## src/rtl/bwp_pkg.sv

```systemverilog
package bwp_pkg;

    localparam int unsigned STATUS_W = 8;
    localparam int unsigned BIT_LOCK = 7;
    localparam int unsigned BIT_BP_HI = 3;
    localparam int unsigned BIT_BP_LO = 2;
    localparam int unsigned BIT_WEL = 1;
    localparam int unsigned BIT_BUSY = 0;

    typedef enum logic [1:0] {
        FENCE_NONE    = 2'b00,
        FENCE_QUARTER = 2'b01,
        FENCE_HALF    = 2'b10,
        FENCE_ALL     = 2'b11
    } fence_t;

    typedef struct packed {
        logic   lock_en;
        fence_t fence;
    } prot_fields_t;

    typedef enum logic {
        SRW_IDLE = 1'b0,
        SRW_WAIT = 1'b1
    } srw_state_t;

endpackage

```

## src/rtl/bwp_range.sv

```systemverilog
module bwp_range
    import bwp_pkg::*;
#(
    parameter int unsigned ADDR_W = 14
) (
    input  fence_t            fence,
    input  logic [ADDR_W-1:0] addr,
    output logic              hit
);
    localparam int unsigned TOP = ADDR_W - 1;

    always_comb begin
        unique case (fence)
            FENCE_NONE:    hit = 1'b0;
            FENCE_QUARTER: hit = addr[TOP] & addr[TOP-1];
            FENCE_HALF:    hit = addr[TOP];
            FENCE_ALL:     hit = 1'b1;
            default:       hit = 1'b1;
        endcase
    end
endmodule

```

## src/rtl/bwp_wel.sv

```systemverilog
module bwp_wel (
    input  logic clk,
    input  logic rst_n,
    input  logic set_i,
    input  logic clr_i,
    input  logic done_i,
    output logic wel_o
);
    typedef struct packed {
        logic wel;
    } wel_st_t;

    wel_st_t st_d, st_q;

    always_comb begin
        st_d = st_q;
        if (done_i || clr_i) begin
            st_d.wel = 1'b0;
        end else if (set_i) begin
            st_d.wel = 1'b1;
        end
    end

    always_ff @(posedge clk or negedge rst_n) begin
        if (!rst_n) begin
            st_q <= '0;
        end else begin
            st_q <= st_d;
        end
    end

    assign wel_o = st_q.wel;
endmodule

```

## src/rtl/bwp_srw.sv

```systemverilog
module bwp_srw
    import bwp_pkg::*;
#(
    parameter int unsigned DATA_W = STATUS_W
) (
    input  logic              clk,
    input  logic              rst_n,
    input  logic              cmd_i,
    input  logic [DATA_W-1:0] data_i,
    input  logic              cs_n,
    input  logic              wp_n,
    input  logic              busy,
    input  logic              wel,
    output prot_fields_t      fields_o,
    output logic              grant_o,
    output logic              deny_o,
    output logic              waiting_o
);
    typedef struct packed {
        srw_state_t   state;
        prot_fields_t cur;
        prot_fields_t staged;
        logic         grant;
        logic         deny;
    } srw_st_t;

    srw_st_t st_d, st_q;
    logic    pin_locked;
    prot_fields_t incoming;

    assign pin_locked = st_q.cur.lock_en & ~wp_n;
    assign incoming   = '{lock_en: data_i[BIT_LOCK],
                          fence:   fence_t'(data_i[BIT_BP_HI:BIT_BP_LO])};

    always_comb begin
        st_d       = st_q;
        st_d.grant = 1'b0;
        st_d.deny  = 1'b0;
        unique case (st_q.state)
            SRW_IDLE: begin
                if (cmd_i) begin
                    if (busy || !wel || pin_locked) begin
                        st_d.deny = 1'b1;
                    end else begin
                        st_d.staged = incoming;
                        st_d.state  = SRW_WAIT;
                    end
                end
            end
            SRW_WAIT: begin
                if (cs_n) begin
                    st_d.cur   = st_q.staged;
                    st_d.grant = 1'b1;
                    st_d.state = SRW_IDLE;
                end else if (pin_locked) begin
                    st_d.deny  = 1'b1;
                    st_d.state = SRW_IDLE;
                end
            end
            default: st_d.state = SRW_IDLE;
        endcase
    end

    always_ff @(posedge clk or negedge rst_n) begin
        if (!rst_n) begin
            st_q <= '{state: SRW_IDLE, cur: '0, staged: '0,
                      grant: 1'b0, deny: 1'b0};
        end else begin
            st_q <= st_d;
        end
    end

    assign fields_o  = st_q.cur;
    assign grant_o   = st_q.grant;
    assign deny_o    = st_q.deny;
    assign waiting_o = (st_q.state == SRW_WAIT);
endmodule

```

## src/rtl/bwp_ctrl.sv

```systemverilog
module bwp_ctrl
    import bwp_pkg::*;
#(
    parameter int unsigned ADDR_W = 14
) (
    input  logic                clk,
    input  logic                rst_n,
    input  logic                cs_n,
    input  logic                wp_n,
    input  logic                busy,
    input  logic                wr_done,
    input  logic                cmd_wren,
    input  logic                cmd_wrdi,
    input  logic                cmd_wrsr,
    input  logic [STATUS_W-1:0] sr_wdata,
    input  logic                cmd_write,
    input  logic [ADDR_W-1:0]   wr_addr,
    output logic                array_grant,
    output logic                array_deny,
    output logic                sr_grant,
    output logic                sr_deny,
    output logic [STATUS_W-1:0] status
);
    typedef struct packed {
        logic grant;
        logic deny;
    } arr_st_t;

    logic         wel;
    logic         fenced;
    logic         sr_waiting;
    prot_fields_t fields;
    arr_st_t      arr_d, arr_q;

    bwp_wel u_wel (
        .clk    (clk),
        .rst_n  (rst_n),
        .set_i  (cmd_wren),
        .clr_i  (cmd_wrdi),
        .done_i (wr_done),
        .wel_o  (wel)
    );

    bwp_srw #(.DATA_W(STATUS_W)) u_srw (
        .clk       (clk),
        .rst_n     (rst_n),
        .cmd_i     (cmd_wrsr),
        .data_i    (sr_wdata),
        .cs_n      (cs_n),
        .wp_n      (wp_n),
        .busy      (busy),
        .wel       (wel),
        .fields_o  (fields),
        .grant_o   (sr_grant),
        .deny_o    (sr_deny),
        .waiting_o (sr_waiting)
    );

    bwp_range #(.ADDR_W(ADDR_W)) u_range (
        .fence (fields.fence),
        .addr  (wr_addr),
        .hit   (fenced)
    );

    always_comb begin
        arr_d = '0;
        if (cmd_write) begin
            if (busy || !wel || fenced || sr_waiting) begin
                arr_d.deny = 1'b1;
            end else begin
                arr_d.grant = 1'b1;
            end
        end
    end

    always_ff @(posedge clk or negedge rst_n) begin
        if (!rst_n) begin
            arr_q <= '0;
        end else begin
            arr_q <= arr_d;
        end
    end

    assign array_grant = arr_q.grant;
    assign array_deny  = arr_q.deny;

    always_comb begin
        status                      = '0;
        status[BIT_LOCK]            = fields.lock_en;
        status[BIT_BP_HI:BIT_BP_LO] = fields.fence;
        status[BIT_WEL]             = wel;
        status[BIT_BUSY]            = busy;
    end
endmodule

```

## config.mk

```make
export PLATFORM = sky130hd
export DESIGN_NAME = bwp_ctrl
export DESIGN_NICKNAME = d
export VERILOG_FILES = /design/src/rtl/bwp_pkg.sv /design/src/rtl/bwp_range.sv /design/src/rtl/bwp_wel.sv /design/src/rtl/bwp_srw.sv /design/src/rtl/bwp_ctrl.sv
export SDC_FILE = /design/constraint.sdc
export NUM_CORES = 1
export LEC_CHECK = 0
export BUFFER_PORTS_ARGS = -buffer_cell sky130_fd_sc_hd__buf_2
export CAP_MARGIN = 20
export CORE_MARGIN = 2
export CORE_UTILIZATION = 32
export CTS_CLUSTER_SIZE = 25
export DETAILED_ROUTE_END_ITERATION = 8
export PLACE_DENSITY = 0.68
export SETUP_SLACK_MARGIN = 0.15
export SLEW_MARGIN = 20
export SYNTH_ARGS = -nofsm -noshare
export SYNTH_HDL_FRONTEND = slang
export SYNTH_SLANG_ARGS = --single-unit
```

## constraint.sdc

```tcl
create_clock -name clk -period 2.25 [get_ports clk]
set_input_delay 0.45 -clock clk [delete_from_list [all_inputs] [get_ports clk]]
set_output_delay 0.45 -clock clk [all_outputs]
set_load 0.05 [all_outputs]
```

## Word-level counts from Yosys, hierarchy flattened

Index checks and enable logic that the tools add are counted.

- Register bits: 12
- Bits in latches: 0
- Bits in writable memories: 0
- Memory bits (read-only): 0
- Bits of input ports: 32
- Output and inout bits: 12
- Logic and storage cells: 46
- Memories: 0

- Add/sub/neg operators: 0
- Multiply operators: 0
- Div/mod/pow operators: 0
- $lt $le $gt $ge: 0
- Eq/ne operators: 3
- Shift operators: 0
- Multiplexer cells: 18
- Bitwise logic cells: 5
- Reductions and logical operators: 10

Operators by type and width:

| kind | number |
|---|---|
| $mux W1 | 14 |
| $logic_or A1 B1 Y1 | 5 |
| $eq A2 B2 Y1 const B | 2 |
| $pmux W1 S2 | 2 |
| $pmux W1 S4 | 1 |
| $not A1 Y1 | 3 |
| $reduce_and A3 Y1 | 1 |
| $and A1 B1 Y1 | 2 |
| $eq A2 B1 Y1 const B | 1 |
| $logic_not A2 Y1 | 1 |
| $mux W2 | 1 |
| $reduce_and A2 Y1 | 1 |
| $reduce_bool A2 Y1 | 1 |
| $logic_not A1 Y1 | 1 |

## Depth between registers and ports, before layout

Gate-level depths: netlist of the first run.

- Depth in word-level cells: 6
- Gate-level depth with buffers: 3
- Gate-level depth less buffers: 3

## By module

Synthesis of the first run repeated with hierarchy kept, for this count alone.

- Cells, all modules: 45
- Area, all modules: 578.1 um2

By module, submodules not included:

| module | instances | cells an instance | area an instance (um2) | seq. area each (um2) |
|---|---|---|---|---|
| bwp_srw | 1 | 28 | 406.6 | 225.2 |
| bwp_ctrl | 1 | 11 | 118.9 | 50.0 |
| bwp_wel | 1 | 3 | 38.8 | 25.0 |
| bwp_range | 1 | 3 | 13.8 | 0.0 |

## Worst setup path after synthesis of the first run

OpenSTA, ideal clock, no wires.

- Path kind: input port to flip-flop
- Start point: in busy
- End point: reg u_srw.st_q[2] (netlist name)
- Setup time: 0.125 ns
- Arrival: 1.512 ns
- Data required time: 2.125 ns
- Path slack: 0.613 ns
- Cell stages on the path: 3
- Path buffers: 0
- Cell sequence: or3b_1 > or3b_4 > mux2_4

- Word-level cells in the longest chain between the ends: 4

Ends and longest elaborated chain:

| element | RTL line | RTL |
|---|---|---|
| from (decl) | bwp_ctrl.sv:10 | `input logic busy,` |
| $logic_or A1 B1 Y1 (2 in series) | bwp_srw.sv:42 | `if (busy \|\| !wel \|\| pin_locked) begin` |
| $not A1 Y1 (no source line) | -- |  |
| $reduce_and A3 Y1 (no source line) | -- |  |
| to (signal assigned) | bwp_srw.sv:66 | `st_q <= '{state: SRW_IDLE, cur: '0, staged: '0,` |
| to (signal assigned) | bwp_srw.sv:69 | `st_q <= st_d;` |
| to (decl) | bwp_srw.sv:27 | `srw_st_t st_d, st_q;` |

No other way between the ends.
A chain may end at the register's enable or synchronous reset.

## Worst setup path after layout of the first run

- Start point: reg u_srw.st_q (netlist bit u_srw.waiting_o)
- End point: reg u_srw.st_q[4] (netlist name)

- Word-level cells in the longest chain between the ends: 2

Ends and longest elaborated chain:

| element |
|---|
| $not A1 Y1 (no source line) |
| $reduce_and A3 Y1 (no source line) |

No other way between the ends.

==> impl_metrics.toml, run 1 <==
[yosys]
netlist_area_um2 = 551
synth_common_cells = "12 x dfrtp_1, 8 x buf_4, 3 x mux2_2, 3 x mux2_4, 3 x o21ai_0"
synth_most_common_cell = "dfrtp_1"
ys_seq_elements = 12
synth_top_area_share_pct = 54.5
yosysUniqueCellTypes = 19
synthTopCellsByArea = "dfrtp_1 55%, buf_4 11%, mux2_4 8.2%"
synth-main-ff-cell = "dfrtp_1"
postSynthCellCount = 44
ys_seq_area_share_pct = 54.5
yosysWarnings = 0
synth_edf_count = 0
synth.avg_cell_area_um2 = 12.5
yosys.area.top_type = "dfrtp_1"
async_reset_ff_share_pct = 100

[placement]
io_buffers = 23
place_hpwl_um = 706
gp_congestion = 0.688

[grt]
grt_pass1_wl_mm = 1.48
grt_pass1_vias = 373
overflow = 0
grt_use_total_pct = 10.8
antenna_found_initial = 0
grt_max_degree = 13

[clock_tree]
htreeDepth = 1
cts_buffer_depth = 2
cts.repair.resized = 0
cts_buffers = 3
ctsHoldBuffers = 0
root_buffer = "clkbuf_4"
cts_tree = "yes"
clock_insertion_delay_worst_skew_ns = 0.26
clock-sinks = 12
clk_pin_slew_ns = 0.07
post-cts-setup-buffers = 0

[floorplanning]
die_y_um = 45.5
die_area_um2 = 2070
initial_core_util_pct = 35.3
rows = 14
die_w_um = 45.5
top_level_ports = 44
core_um2 = 1560

[detailed_routing]
drc_errors = 0
vias = 367
drt_iter0_drc = 1
dr.pass1.iters = 2
routedWlPerCell_um = 10.8
vias_per_cell = 4.53
antenna_left = 0
totalWireLength_um = 878

[sta]
skew_ns = 0.000477
setup_violations = 0
slew_viol_final = 0
final_hold_viol_count = 0
fin_crit_sh_pct = 74.0
max_freq_mhz = 601
rsz0062_at_grt = "no"
finalCriticalPeriod_ns = 1.67
setup_tns_ns = 0
fin_hold_ws_ns = 0.0507

[final_layout]
syn2layout_area_growth_pct = 21.6
n_fill_cell = 156
multi_input_area_um2 = 194
nNetsFinal = 98
num_antenna_cells = 0
drive_gt1_share_pct = 52.3
register_area_um2 = 300

[pwr]
power.total_uw = 644
ir_drop_mv = 0.385
total_leakage_power_nw = 0.372
power_per_cell_area_nw_per_um2 = 962

[outcome]
outcome = "finished, final reports clean"

[critical_path]
crit_fanout = 5
required_ns = 2.40
worstSetupStartpointType = "flop"
critPathCaptureType = "flop"
critPathKind = "flop to flop"
worstPathArrival_ns = 1.81

[worst_hold_path]
holdCritPathClass = "input port to async pin"

[run]
max_cap_violations = 0
## path summary, 6_finish.rpt
path | slack (ns) | startpoint | to | cells after the start
min in group clk | 0.33 | wr_done | u_wel.wel_o$_DFFE_PN0P_ | 2
worst min register to register | 0.51 | u_srw.st_q[2]$_DFFE_PN0P_ | u_srw.st_q[2]$_DFFE_PN0P_ | 1
worst max register to register | 0.58 | u_srw.waiting_o$_DFF_PN0_ | u_srw.st_q[4]$_DFFE_PN0P_ | 3
worst max-delay path | 0.58 | u_srw.waiting_o$_DFF_PN0_ | u_srw.st_q[4]$_DFFE_PN0P_ | 3
max in group asynchronous | 1.99 | rst_n | u_srw.fields_o[2]$_DFFE_PN0P_ | 1
worst min-delay path | 0.05 | rst_n | array_deny$_DFF_PN0_ | 1
## power by group
group | internal (mW) | total [mW] | switching, mW
Sequential | 0.254 | 0.279 | 0.0250
Combinational | 0.0691 | 0.203 | 0.133
Clock | 0.0981 | 0.163 | 0.0646
Total | 0.421 | 0.644 | 0.223
## cells by family after synthesis
logic type / count (synthesis) / synth area share, %
AND/OR/NAND/NOR: 11 / 13.2
AO/OA/AOI/OAI: 5 / 5.68
multiplexers: 6 / 14.3
buffers and inverters: 9 / 11.6
flip-flops: 12 / 54.5
other: 1 / 0.681
## state kept, by name (all words and copies together), names as in the netlist
register	cells
u_srw.deny_o	1
array_deny	1
u_srw.st_q	3
u_srw.fields_o	3
u_wel.wel_o	1
u_srw.waiting_o	1
u_srw.grant_o	1
array_grant	1
## through the flow
stage,setup WS (ns),std cells,util (%),area (µm²)
after floorplan,0.613,46,-,558
after global placement,0.451,77,40.6,633
after detailed placement,0.459,77,40.6,633
after CTS,0.581,81,42.9,669
after global routing,0.536,81,42.9,669
final,0.585,81,42.9,669
## layout make-up
cell class,instances,area share (%)
multi-input cells,25,29.0
flip-flops and latches,12,44.9
inverters,1,0.561
clock buffers,4,5.42
repair buffers,23,17.2
well taps,16,2.99
## worst max-delay path: stages (launching register included)
cell and delay (ns):
dfrtp_1 0.41, or3b_1 0.41, or3b_4 0.42, mux2_4 0.31
## routing by layer
layer,track usage [%],wire (µm),up-vias
met3,2.78,69,2
li1,-,-,182
met2,16.9,421,16
met1,12.1,377,167
met5,0,0,-
met4,8.82,10,0
## cells in the final DEF (no fill, tap or decap), types with 2 or more instances in the layout
cell type	instances
mux2_2	3
buf_2	23
dfrtp_1	12
mux2_4	3
o21ai_0	3
conb_1	3
nor2b_1	2
clkbuf_4	3
Power figures use the tool's default switching activity.
==> run 2, diff against run 1 <==
Clock period 2.25 ns to 1.7 ns, I/O delays scaled along.
==> run 2 against run 1 <==
- sequential share of layout area shrank 2.2 points
- clock power is essentially flat
- largest cell class unchanged
- via count grew 5.4%
- first-iteration DRC count grew to 5.0 times the previous value
- largest power group unchanged
- routed wire length grew 2.6%
- critical endpoint unchanged
==> impl_metrics.toml, run 2 (synthesis gave the netlist of run 1 again) <==
[detailed_routing]
drt_iter0_drc = 5
antenna_left = 0
routedWlPerCell_um = 10.6
totalWireLength_um = 901
dr.pass1.iters = 4
vias = 387
drc_errors = 0
vias_per_cell = 4.55

[critical_path]
worstSetupStartpointType = "flop"
timing.rr.end = "u_srw.st_q[4]$_DFFE_PN0P_"
worstPathArrival_ns = 1.74
critPathKind = "flop to flop"
crit_fanout = 4
critPathCaptureType = "flop"
crit_end = "u_srw.st_q[4]$_DFFE_PN0P_"
required_ns = 1.84
critPathLaunch = "u_srw.waiting_o$_DFF_PN0_"
rrSetupSlack_ns = 0.10
r2r_start = "u_srw.waiting_o$_DFF_PN0_"
r2r_cells = 3

[sta]
fin_crit_sh_pct = 93.9
skew_ns = 0.000984
max_freq_mhz = 626
rsz0062_at_grt = "yes"
finalCriticalPeriod_ns = 1.60
setup_tns_ns = 0
final_hold_viol_count = 0
setup_violations = 0
slew_viol_final = 0

[final_layout]
syn2layout_area_growth_pct = 28.0
register_area_um2 = 300
num_antenna_cells = 0
layout_commonest_cell = "buf_2"
multi_input_area_um2 = 203
postLayoutCellArea_um2 = 704
nNetsFinal = 103
n_fill_cell = 161
stdcell_count = 85
drive_gt1_share_pct = 56.5
final_cell_mix = "23 x buf_2, 12 x dfrtp_1, 4 x buf_4"

[grt]
grt_use_total_pct = 10.5
antenna_found_initial = 0
grt_max_degree = 13
grt_pass1_vias = 371
grt_pass1_wl_mm = 1.48
overflow = 0

[placement]
place_hpwl_um = 707
dp_cells = 80
place_area_um2 = 656
io_buffers = 23
gp_congestion = 0.688

[pwr]
ir_drop_mv = 0.413
total_leakage_power_nw = 0.393
power_per_cell_area_nw_per_um2 = 1150

[clock_tree]
cts_buffers = 3
htreeDepth = 1
clock_insertion_delay_worst_skew_ns = 0.26
cts_tree = "yes"
cts_buffer_depth = 2
clk_pin_slew_ns = 0.07
root_buffer = "clkbuf_4"
clock-sinks = 12

[floorplanning]
die_y_um = 45.5
rows = 14
die_area_um2 = 2070
core_um2 = 1560
die_w_um = 45.5
top_level_ports = 44
initial_core_util_pct = 35.3

[outcome]
outcome = "finished, final reports clean"

[worst_hold_path]
holdCritPathClass = "input port to flop"

[run]
max_cap_violations = 0
-- run 2: through the flow --
step	utilization (%)	power (mW)	hold slack, ns	setup WS [ns]
finish	45.2	0.811	0.229	0.103
global route	45.2	0.859	0.218	0.0706
CTS	44.6	0.815	0.225	0.0771
detailed placement	42.1	0.650	0.232	0.0213
global placement	42.1	0.643	0.228	0.0241
floorplan	-	0.622	0.0444	0.103
-- run 2: metal layers --
layer / part of all wire, % / track usage [%]
met1: 46 / 13.5
met2: 46 / 14.4
met3: 8.5 / 3.97
met4: 0 / 7.06
met5: 0 / 0
-- run 2: how the worst min path moves through the flow --
stage / startpoint / end / slack (ns) / cells after the start
2_1_floorplan: rst_n / array_deny$_DFF_PN0_ / 0.04 / 0
3_3_place_gp: rst_n / array_deny$_DFF_PN0_ / 0.23 / 1
3_5_place_dp: rst_n / u_srw.fields_o[0]$_DFFE_PN0P_ / 0.23 / 1
4_1_cts: cmd_wrdi / u_wel.wel_o$_DFFE_PN0P_ / 0.23 / 2
5_1_grt: cmd_wrdi / u_wel.wel_o$_DFFE_PN0P_ / 0.22 / 2
6_report: cmd_wrdi / u_wel.wel_o$_DFFE_PN0P_ / 0.23 / 2
-- run 2: power by group --
part | switching, mW | internal, mW
clock network | 0.0790 | 0.0816
logic | 0.182 | 0.0989
registers | 0.0340 | 0.336
total | 0.295 | 0.516
-- run 2: layout make-up --
class	instances	area share, %
well taps	16	2.84
repair buffers	28	22.0
clock buffers	3	3.20
flip-flops and latches	12	42.6
inverters	1	0.533
multi-input cells	25	28.8
-- run 2: what timing repair did --
action | 4_1_cts | 5_1_grt
hold endpoints to repair | 12 | 0
buffers inserted | 1 | 0
cloned | 0 | 0
hold buffers | 1 | 0
setup endpoints to repair | 3 | 5
resized for setup | 0 | 2
pin swaps | 2 | 1
-- run 2: critical path, stage by stage, from the launching register on --
cell	delay [ns]
dfrtp_1	0.38
or3b_4	0.38
or3b_4	0.42
mux2_4	0.31
